**src/rtl/fa_pkg.sv**
```systemverilog
package fa_pkg;
  localparam int unsigned BYTE_BITS = 8;
  localparam logic [BYTE_BITS-1:0] FRAME_A1 = 8'hF6;
  localparam logic [BYTE_BITS-1:0] FRAME_A2 = 8'h28;
  localparam int unsigned A1_RUN_STS3  = 3;
  localparam int unsigned A1_RUN_STS12 = 12;
  localparam int unsigned A2_TO_PULSE  = 3;
endpackage

```
**src/rtl/fa_hist.sv**
```systemverilog
module fa_hist #(
  parameter int unsigned DEPTH = 120
) (
  input  logic             clk,
  input  logic             rst,
  input  logic             din,
  output logic [DEPTH-1:0] hist
);
  // hist[0] is the newest bit; older bits move toward the top.
  always_ff @(posedge clk) begin
    if (rst) hist <= '0;
    else     hist <= {hist[DEPTH-2:0], din};
  end
endmodule

```
**src/rtl/fa_match.sv**
```systemverilog
module fa_match #(
  parameter int unsigned         BYTE_W = 8,
  parameter int unsigned         A1_LO  = 3,
  parameter int unsigned         A1_HI  = 12,
  parameter int unsigned         A2_N   = 3,
  parameter logic [BYTE_W-1:0]   A1_VAL = 8'hF6,
  parameter logic [BYTE_W-1:0]   A2_VAL = 8'h28,
  localparam int unsigned        DEPTH  = (A1_HI + A2_N) * BYTE_W
) (
  input  logic [DEPTH-1:0] hist,
  input  logic             rate_hi,
  output logic             match
);
  logic [A2_N-1:0]  a2_ok;
  logic [A1_HI-1:0] a1_ok;
  logic [A1_HI-1:0] a1_need;

  // Byte slot 0 is the newest full byte (third A2 byte).
  for (genvar g = 0; g < A2_N; g++) begin : g_a2
    assign a2_ok[g] = (hist[g*BYTE_W +: BYTE_W] == A2_VAL);
  end

  // A1 slot 0 is the last A1 byte, just ahead of the first A2.
  for (genvar k = 0; k < A1_HI; k++) begin : g_a1
    assign a1_ok[k]   = (hist[(A2_N+k)*BYTE_W +: BYTE_W] == A1_VAL);
    assign a1_need[k] = (k < A1_LO) ? 1'b1 : rate_hi;
  end

  assign match = (&a2_ok) & (&(a1_ok | ~a1_need));
endmodule

```
**src/rtl/fa_deser.sv**
```systemverilog
module fa_deser #(
  parameter int unsigned BYTE_W = 8,
  localparam int unsigned CNT_W = $clog2(BYTE_W),
  localparam logic [CNT_W-1:0] CNT_LAST = CNT_W'(BYTE_W - 1)
) (
  input  logic              clk,
  input  logic              rst,
  input  logic [BYTE_W-1:0] newest,
  input  logic              hit,
  output logic [BYTE_W-1:0] byte_out,
  output logic              byte_vld,
  output logic              frame_pls
);
  logic [CNT_W-1:0] phase;
  logic             full;

  assign full = (phase == CNT_LAST);

  always_ff @(posedge clk) begin
    if (rst) begin
      phase     <= '0;
      byte_out  <= '0;
      byte_vld  <= 1'b0;
      frame_pls <= 1'b0;
    end else begin
      frame_pls <= hit;
      if (hit) begin
        // newest holds a complete byte on the new boundary
        phase    <= '0;
        byte_vld <= 1'b1;
        byte_out <= newest;
      end else begin
        phase    <= full ? '0 : phase + 1'b1;
        byte_vld <= full;
        if (full) byte_out <= newest;
      end
    end
  end
endmodule

```
**src/rtl/fa_frame_align.sv**
```systemverilog
module fa_frame_align #(
  parameter int unsigned       BYTE_W = fa_pkg::BYTE_BITS,
  parameter int unsigned       A1_LO  = fa_pkg::A1_RUN_STS3,
  parameter int unsigned       A1_HI  = fa_pkg::A1_RUN_STS12,
  parameter int unsigned       A2_N   = fa_pkg::A2_TO_PULSE,
  parameter logic [BYTE_W-1:0] A1_VAL = fa_pkg::FRAME_A1,
  parameter logic [BYTE_W-1:0] A2_VAL = fa_pkg::FRAME_A2
) (
  input  logic              clk,
  input  logic              rst,
  input  logic              ser_in,
  input  logic              hunt_en,
  input  logic              rate_hi,
  output logic [BYTE_W-1:0] byte_out,
  output logic              byte_vld,
  output logic              frame_pls
);
  localparam int unsigned DEPTH = (A1_HI + A2_N) * BYTE_W;

  logic [DEPTH-1:0] hist;
  logic             match;
  logic             hit;

  fa_hist #(.DEPTH(DEPTH)) u_hist (
    .clk (clk),
    .rst (rst),
    .din (ser_in),
    .hist(hist)
  );

  fa_match #(
    .BYTE_W(BYTE_W), .A1_LO(A1_LO), .A1_HI(A1_HI), .A2_N(A2_N),
    .A1_VAL(A1_VAL), .A2_VAL(A2_VAL)
  ) u_match (
    .hist   (hist),
    .rate_hi(rate_hi),
    .match  (match)
  );

  assign hit = match & hunt_en;

  fa_deser #(.BYTE_W(BYTE_W)) u_deser (
    .clk      (clk),
    .rst      (rst),
    .newest   (hist[BYTE_W-1:0]),
    .hit      (hit),
    .byte_out (byte_out),
    .byte_vld (byte_vld),
    .frame_pls(frame_pls)
  );
endmodule

```
**config.mk**
```make
export PLATFORM = sky130hd
export DESIGN_NAME = fa_frame_align
export DESIGN_NICKNAME = d
export VERILOG_FILES = /design/src/rtl/fa_pkg.sv /design/src/rtl/fa_hist.sv /design/src/rtl/fa_match.sv /design/src/rtl/fa_deser.sv /design/src/rtl/fa_frame_align.sv
export SDC_FILE = /design/constraint.sdc
export NUM_CORES = 1
export LEC_CHECK = 0
export ABC_AREA = 0
export BUFFER_PORTS_ARGS = -buffer_cell sky130_fd_sc_hd__clkbuf_2
export CAP_MARGIN = 20
export CORE_ASPECT_RATIO = 0.9
export CORE_MARGIN = 2
export CORE_UTILIZATION = 44
export CTS_CLUSTER_SIZE = 14
export DETAILED_ROUTE_END_ITERATION = 10
export SLEW_MARGIN = 20
export SYNTH_ARGS = -nofsm -noshare
export SYNTH_HDL_FRONTEND = slang
export SYNTH_SLANG_ARGS = --single-unit
```
**constraint.sdc**
```tcl
create_clock -name clk -period 2.88 [get_ports clk]
set_input_delay 0 -clock clk [delete_from_list [all_inputs] [get_ports clk]]
set_output_delay 0 -clock clk [all_outputs]
set_load 0.1 [all_outputs]
```
# After elaboration in Yosys (flattened, before gate mapping)
# Cells that the tools add are included.
# Widths: inputs -> output; s select.
[op_classes]
addsub = 1
eq_ne = 16
n_mux = 3
bitwise_logic = 4
n_reduce_logical = 4
[ops]
columns = ["cell", "n"]
rows = [
  ["$eq 8x8->1 const B", 12],
  ["$eq 8x6->1 const B", 3],
  ["$mux 8", 2],
  ["$not 12->12", 1],
  ["$or 12x12->12", 1],
  ["$reduce_and 12->1", 1],
  ["$add 3x1->3 const B", 1],
  ["$eq 3x3->1 const B", 1],
  ["$reduce_and 3->1", 1],
  ["$reduce_or 3->1", 1],
  ["$and 1x1->1", 2],
  ["$reduce_bool 2->1", 1],
  ["$mux 1", 1],
]
[word_totals]
register_bits = 133
input_bits = 5
output_inout_bits = 10
wordCells = 33

# Longest topological paths before layout
[logic_depth]
word_depth = 6
mapped_depth = 7
depth_no_buf = 6

# By module
# From an unflattened synthesis, not the netlist that was laid out.
[unflattened]
hier_cells = 351
area_unflattened_um2 = 4091.4
[by_module_without_submodules]
columns = ["module", "n_inst", "cells_each", "area_each_um2", "seq_area_each_um2"]
rows = [
  ["fa_hist", 1, 253, 3220.6, 2402.3],
  ["fa_deser", 1, 50, 521.8, 260.2],
  ["fa_match", 1, 47, 342.8, 0.0],
  ["fa_frame_align", 1, 1, 6.3, 0.0],
]

# Worst setup path after synthesis
# Ideal clock, no wire load.
[synth_timing]
kind = "flip-flop to flip-flop"
startpoint = "reg u_hist.hist[48]"
endpoint = "reg u_deser.phase[1]"
arrival_time_ns = 1.748
slack_ns = 1.016
stages_incl_launch_ff = 8
period_less_slack_ns = 1.864
path_cell_list = "dfxtp_1 > nor2_1 > nand3_1 > or4_4 > o31a_1 > buf_6 > or2_4 > and3_1"
[synth_between]
elab_chain_cells = 6
[synth_rtl]
columns = ["element", "line_no", "text"]
rows = [
  ["from (decl)", "fa_hist.sv:7", "output logic [DEPTH-1:0] hist"],
  ["from (signal assigned)", "fa_hist.sv:12", "else hist <= {hist[DEPTH-2:0], din};"],
  ["$eq 8x8->1", "fa_match.sv:25", "assign a1_ok[k] = (hist[(A2_N+k)*BYTE_W +: BYTE_W] == A1_VAL);"],
  ["$or 12x12->12", "fa_match.sv:29", "assign match = (&a2_ok) & (&(a1_ok | ~a1_need));"],
  ["$reduce_and 12->1", "fa_match.sv:29", ""],
  ["$and 1x1->1", "fa_match.sv:29", ""],
  ["$and 1x1->1", "fa_frame_align.sv:40", "assign hit = match & hunt_en;"],
  ["$reduce_or 3->1 (no line)", "n/a", ""],
  ["to (signal assigned)", "fa_deser.sv:33", "phase <= full ? '0 : phase + 1'b1;"],
  ["to (decl)", "fa_deser.sv:14", "logic [CNT_W-1:0] phase;"],
]
# Every way passes these cells.
# A chain may end at the register's enable or synchronous reset.

# Final worst setup path
[layout_timing]
startpoint = "reg u_hist.hist[9]"
endpoint = "reg u_deser.byte_out[0]"
[layout_between]
elab_chain_cells = 5
word_cells_on_any_way = 6
classes_between = "eq/ne (1); mux (1); bitwise (2); reduce/logical (2)"
[layout_rtl]
columns = ["element", "line_no", "text"]
rows = [
  ["$eq 8x6->1 *", "fa_match.sv:20", "assign a2_ok[g] = (hist[g*BYTE_W +: BYTE_W] == A2_VAL);"],
  ["$reduce_and 3->1 *", "fa_match.sv:29", ""],
  ["$and 1x1->1 *", "fa_match.sv:29", ""],
  ["$and 1x1->1 *", "fa_frame_align.sv:40", ""],
  ["$mux 8 / $reduce_bool 2->1 (equally long branches)", "n/a", ""],
  ["to (signal assigned)", "fa_deser.sv:31", "byte_out <= newest;"],
  ["to (signal assigned)", "fa_deser.sv:35", "if (full) byte_out <= newest;"],
  ["to (decl)", "fa_deser.sv:10", "output logic [BYTE_W-1:0] byte_out,"],
]
# Every way passes the cells marked *; elsewhere a longest branch is shown, timed or not.

==> flow_summary_export.csv <==
group,metric,value,unit
grt,grt_pass1_vias,2218,
power,netSwitchingPower,0.796,mW
grt,grt_max_degree,71,
power,p_leak,1.81,nW
clocking,post_cts_buffers,0,
cells_and_area,antenna_cells,0,
synthesis,synth_edf_count,0,
worst_setup_path,crit_chain,"or4b_1, nor4_1, nand4_1, buf_4, o211ai_1, a21oi_1",
grt,grt_pass1_wl,10800,µm
clocking,clkTransAtPathRegs,60,ps
clocking,clock_sinks,133,
grt,grt_use_total,0.143,
timing,final-setup-viol-count,0,
hold_path,hp-class,"input port to flip-flop",
synthesis,syn-num-nets,359,
worst_setup_path,crit_required,3240,ps
power,sw_frac_of_total,0.201,
detailed_routing,drtPass1Iterations,4,
worst_setup_path,crit_path_end_kind,"flip-flop",
timing,worst_pin_slew,670,ps
placed_design,dpl-instance-area,4210,µm²
clocking,clkLatencyLatePin,510,ps
clocking,cts-root-buf,"clkbuf_8",
placed_design,finalWeightedCongestion,0.710,
cells_and_area,fin_area,4820,µm²
synthesis,syn_area,4030,µm²
detailed_routing,drc_errors,0,
clocking,cts_htree_levels,4,
synthesis,avgSynthCellArea,11.5,µm²
power,clkPwrFrac,0.521,
run_status,status,"finished, final reports clean",
floorplanning,core,9000,µm²
job,cap_violations,0,
clocking,clockBufferDepth,2,
power,comb_power_share,0.012,
timing,period_share,0.724,
synthesis,ys_seq_area_frac,0.660,
detailed_routing,viasPerCell,4.52,
timing,finalMaxSlewViolations,0,
placed_design,portBuffers,14,
floorplanning,initial_core_util,0.448,
timing,fin_skew,7.60,ps
placed_design,placed_cells,473,
synthesis,async_reset_ff_frac,0,
detailed_routing,finalWirelength,6290,µm
synthesis,synthCells,352,
floorplanning,die_w,105,µm
timing,final.min_clock_period,2080,ps
synthesis,ys_ff_latch,133,
clocking,cts_buffers,17,
detailed_routing,drtIter0Drc,68,
clocking,cts_tree,"done",
synthesis,synthFlopType,"dfxtp_1",
cells_and_area,nNetsFinal,380,
cells_and_area,drive_above_1_share,0.132,
worst_setup_path,cpMaxStageDelayCell,"or4b_1",
timing,setup_tns,0,ps
cells_and_area,area_growth,19.5,%
synthesis,synth-warning-count,0,
grt,overflow,0,
power,p_per_area,822,nW/µm²
floorplanning,io_pins,15,
timing,hold_viol,0,
worst_setup_path,cpPeakStageDelay,510,ps
grt,antenna_found_initial,0,
synthesis,ys_types,31,
cells_and_area,final_cells,507,
worst_setup_path,crit_arrival,2440,ps
placed_design,dp_hpwl,3760,µm
floorplanning,num_rows,33,
power,ir_drop,0.315,mV
detailed_routing,wl_per_cell,12.4,µm
power,seqPwrFrac,0.467,
floorplanning,dieArea,9940,µm²
worst_setup_path,crit_path_max_fanout,8,
floorplanning,die_y,94.8,µm
worst_setup_path,criticalPathCategory,"flip-flop to flip-flop",
cells_and_area,fillers,787,
detailed_routing,vias,2294,
power,p_int,3.16,mW
detailed_routing,antenna_left,0,
timing,fmax,0.480,GHz
timing,timing.slew.headroom,0.553,
power,power,3.96,mW
worst_setup_path,worstSetupStartpointType,"flip-flop",
timing,rsz0062_at_grt,"no",
==> kinds of logic (layout without fill, tap and decap cells) <==
group | after synthesis | in the layout | share of synthesized area
flops | 133 | 133 | 0.660
simple gates | 179 | 179 | 0.283
compound gates | 20 | 20 | 0.0317
buf+inv | 18 | 51 | 0.0189
fa+ha+maj | 2 | 2 | 0.00621
==> what timing repair did <==
item                                   CTS  global route
resized for setup                        0             0
hold buffers                             3             0
endpoints found under the hold margin    7             0
==> power groups by stage <==
stage	Sequential [mW]	Clock [mW]	Combinational, mW
6_report	1.85	2.06	0.0486
5_1_grt	1.85	2.20	0.0551
4_1_cts	1.85	2.11	0.0492
3_5_place_dp	1.89	0	0.0459
3_3_place_gp	1.89	0	0.0460
2_1_floorplan	1.89	0	0.0348
==> metrics by stage <==
stage,util,hold WS (ps),setup WS (ps)
final,0.535,209,795
after global routing,0.535,211,642
after CTS,0.535,184,800
after detailed placement,0.468,230,829
after global placement,0.468,233,858
after floorplan,-,128,1020
==> per-layer routing <==
metal,wire length [µm],GRT usage
met2,2570,0.193
met3,216,0.0600
met4,48,0.0667
met5,0,0
met1,3460,0.197
==> cell usage in the layout (no fill, tap or decap) <==
cell type        n
nand4b_1         4
bufinv_16        3
nand3_1          4
and3_1           2
dfxtp_1        133
clkbuf_8         1
nor2_1           5
clkbuf_16       16
ha_1             2
o311ai_0         1
nor4_1           7
a21oi_1          9
nor2b_1        120
buf_12           1
nor4bb_1         4
nand2b_1         1
and4_1           2
clkinv_2         5
dlygate4sd3_1    3
buf_4            2
or4b_1           1
nor3_1           1
or4_4            1
clkinvlp_4       4
and4b_1          1
o211ai_1         8
nand4bb_1        1
clkinv_4         2
nand2_1          9
nor4b_1          1
or4b_2           1
nand2_4          1
inv_1            1
nand4_1         12
o31a_1           1
clkbuf_2        13
or2_4            1
o21ai_0          1
==> registers in the layout, summed over array words and instances (netlist names) <==
register,flops
u_deser.frame_pls,1
u_deser.phase,3
u_hist.hist,120
u_deser.byte_out,8
u_deser.byte_vld,1
==> critical path, delay by kind of cell, from the launching register on <==
| kind | cells | cell delay, ps |
|---|---|---|
| and+or+nand+nor | 3 | 1110 |
| DFF | 1 | 310 |
| buffers and inverters | 1 | 270 |
| AOI/OAI and AO/OA | 2 | 250 |
==> synthesized netlist by cell type, types with 2 or more instances <==
| master | count | area, µm² |
|---|---|---|
| clkbuf_1 | 15 | 56.3 |
| and3_1 | 2 | 12.5 |
| and4_1 | 2 | 17.5 |
| a21oi_1 | 9 | 45.0 |
| nor2_1 | 5 | 18.8 |
| nor2b_1 | 120 | 751 |
| o211ai_1 | 8 | 60.1 |
| nand4b_1 | 4 | 35.0 |
| dfxtp_1 | 133 | 2660 |
| nor4_1 | 7 | 43.8 |
| nand4_1 | 12 | 75.1 |
| nand3_1 | 4 | 20.0 |
| nor4bb_1 | 4 | 40.0 |
| ha_1 | 2 | 25.0 |
| nand2_1 | 9 | 33.8 |
==> final timing paths <==
path / startpoint / to / slack (ps) / cells past startpoint
hold / removal: hunt_en / u_deser.frame_pls / 210 / 6
setup reg to reg: u_hist.hist[9] / u_deser.byte_out[0] / 800 / 6
hold reg to reg: u_deser.phase[0] / u_deser.phase[0] / 440 / 1
setup / recovery: u_hist.hist[9] / u_deser.byte_out[0] / 800 / 6
==> final cells by class <==
| type | count | area (µm²) | area share |
|---|---|---|---|
| timing repair buffer | 19 | 130 | 0.0270 |
| clock inverter | 14 | 163 | 0.0338 |
| sequential | 133 | 2660 | 0.553 |
| clock buffer | 17 | 414 | 0.0860 |
| tap | 122 | 153 | 0.0317 |
| multi-input combinational | 201 | 1290 | 0.268 |
| inverter | 1 | 3.75 | 0.000779 |
Power figures use the tool's default switching activity.
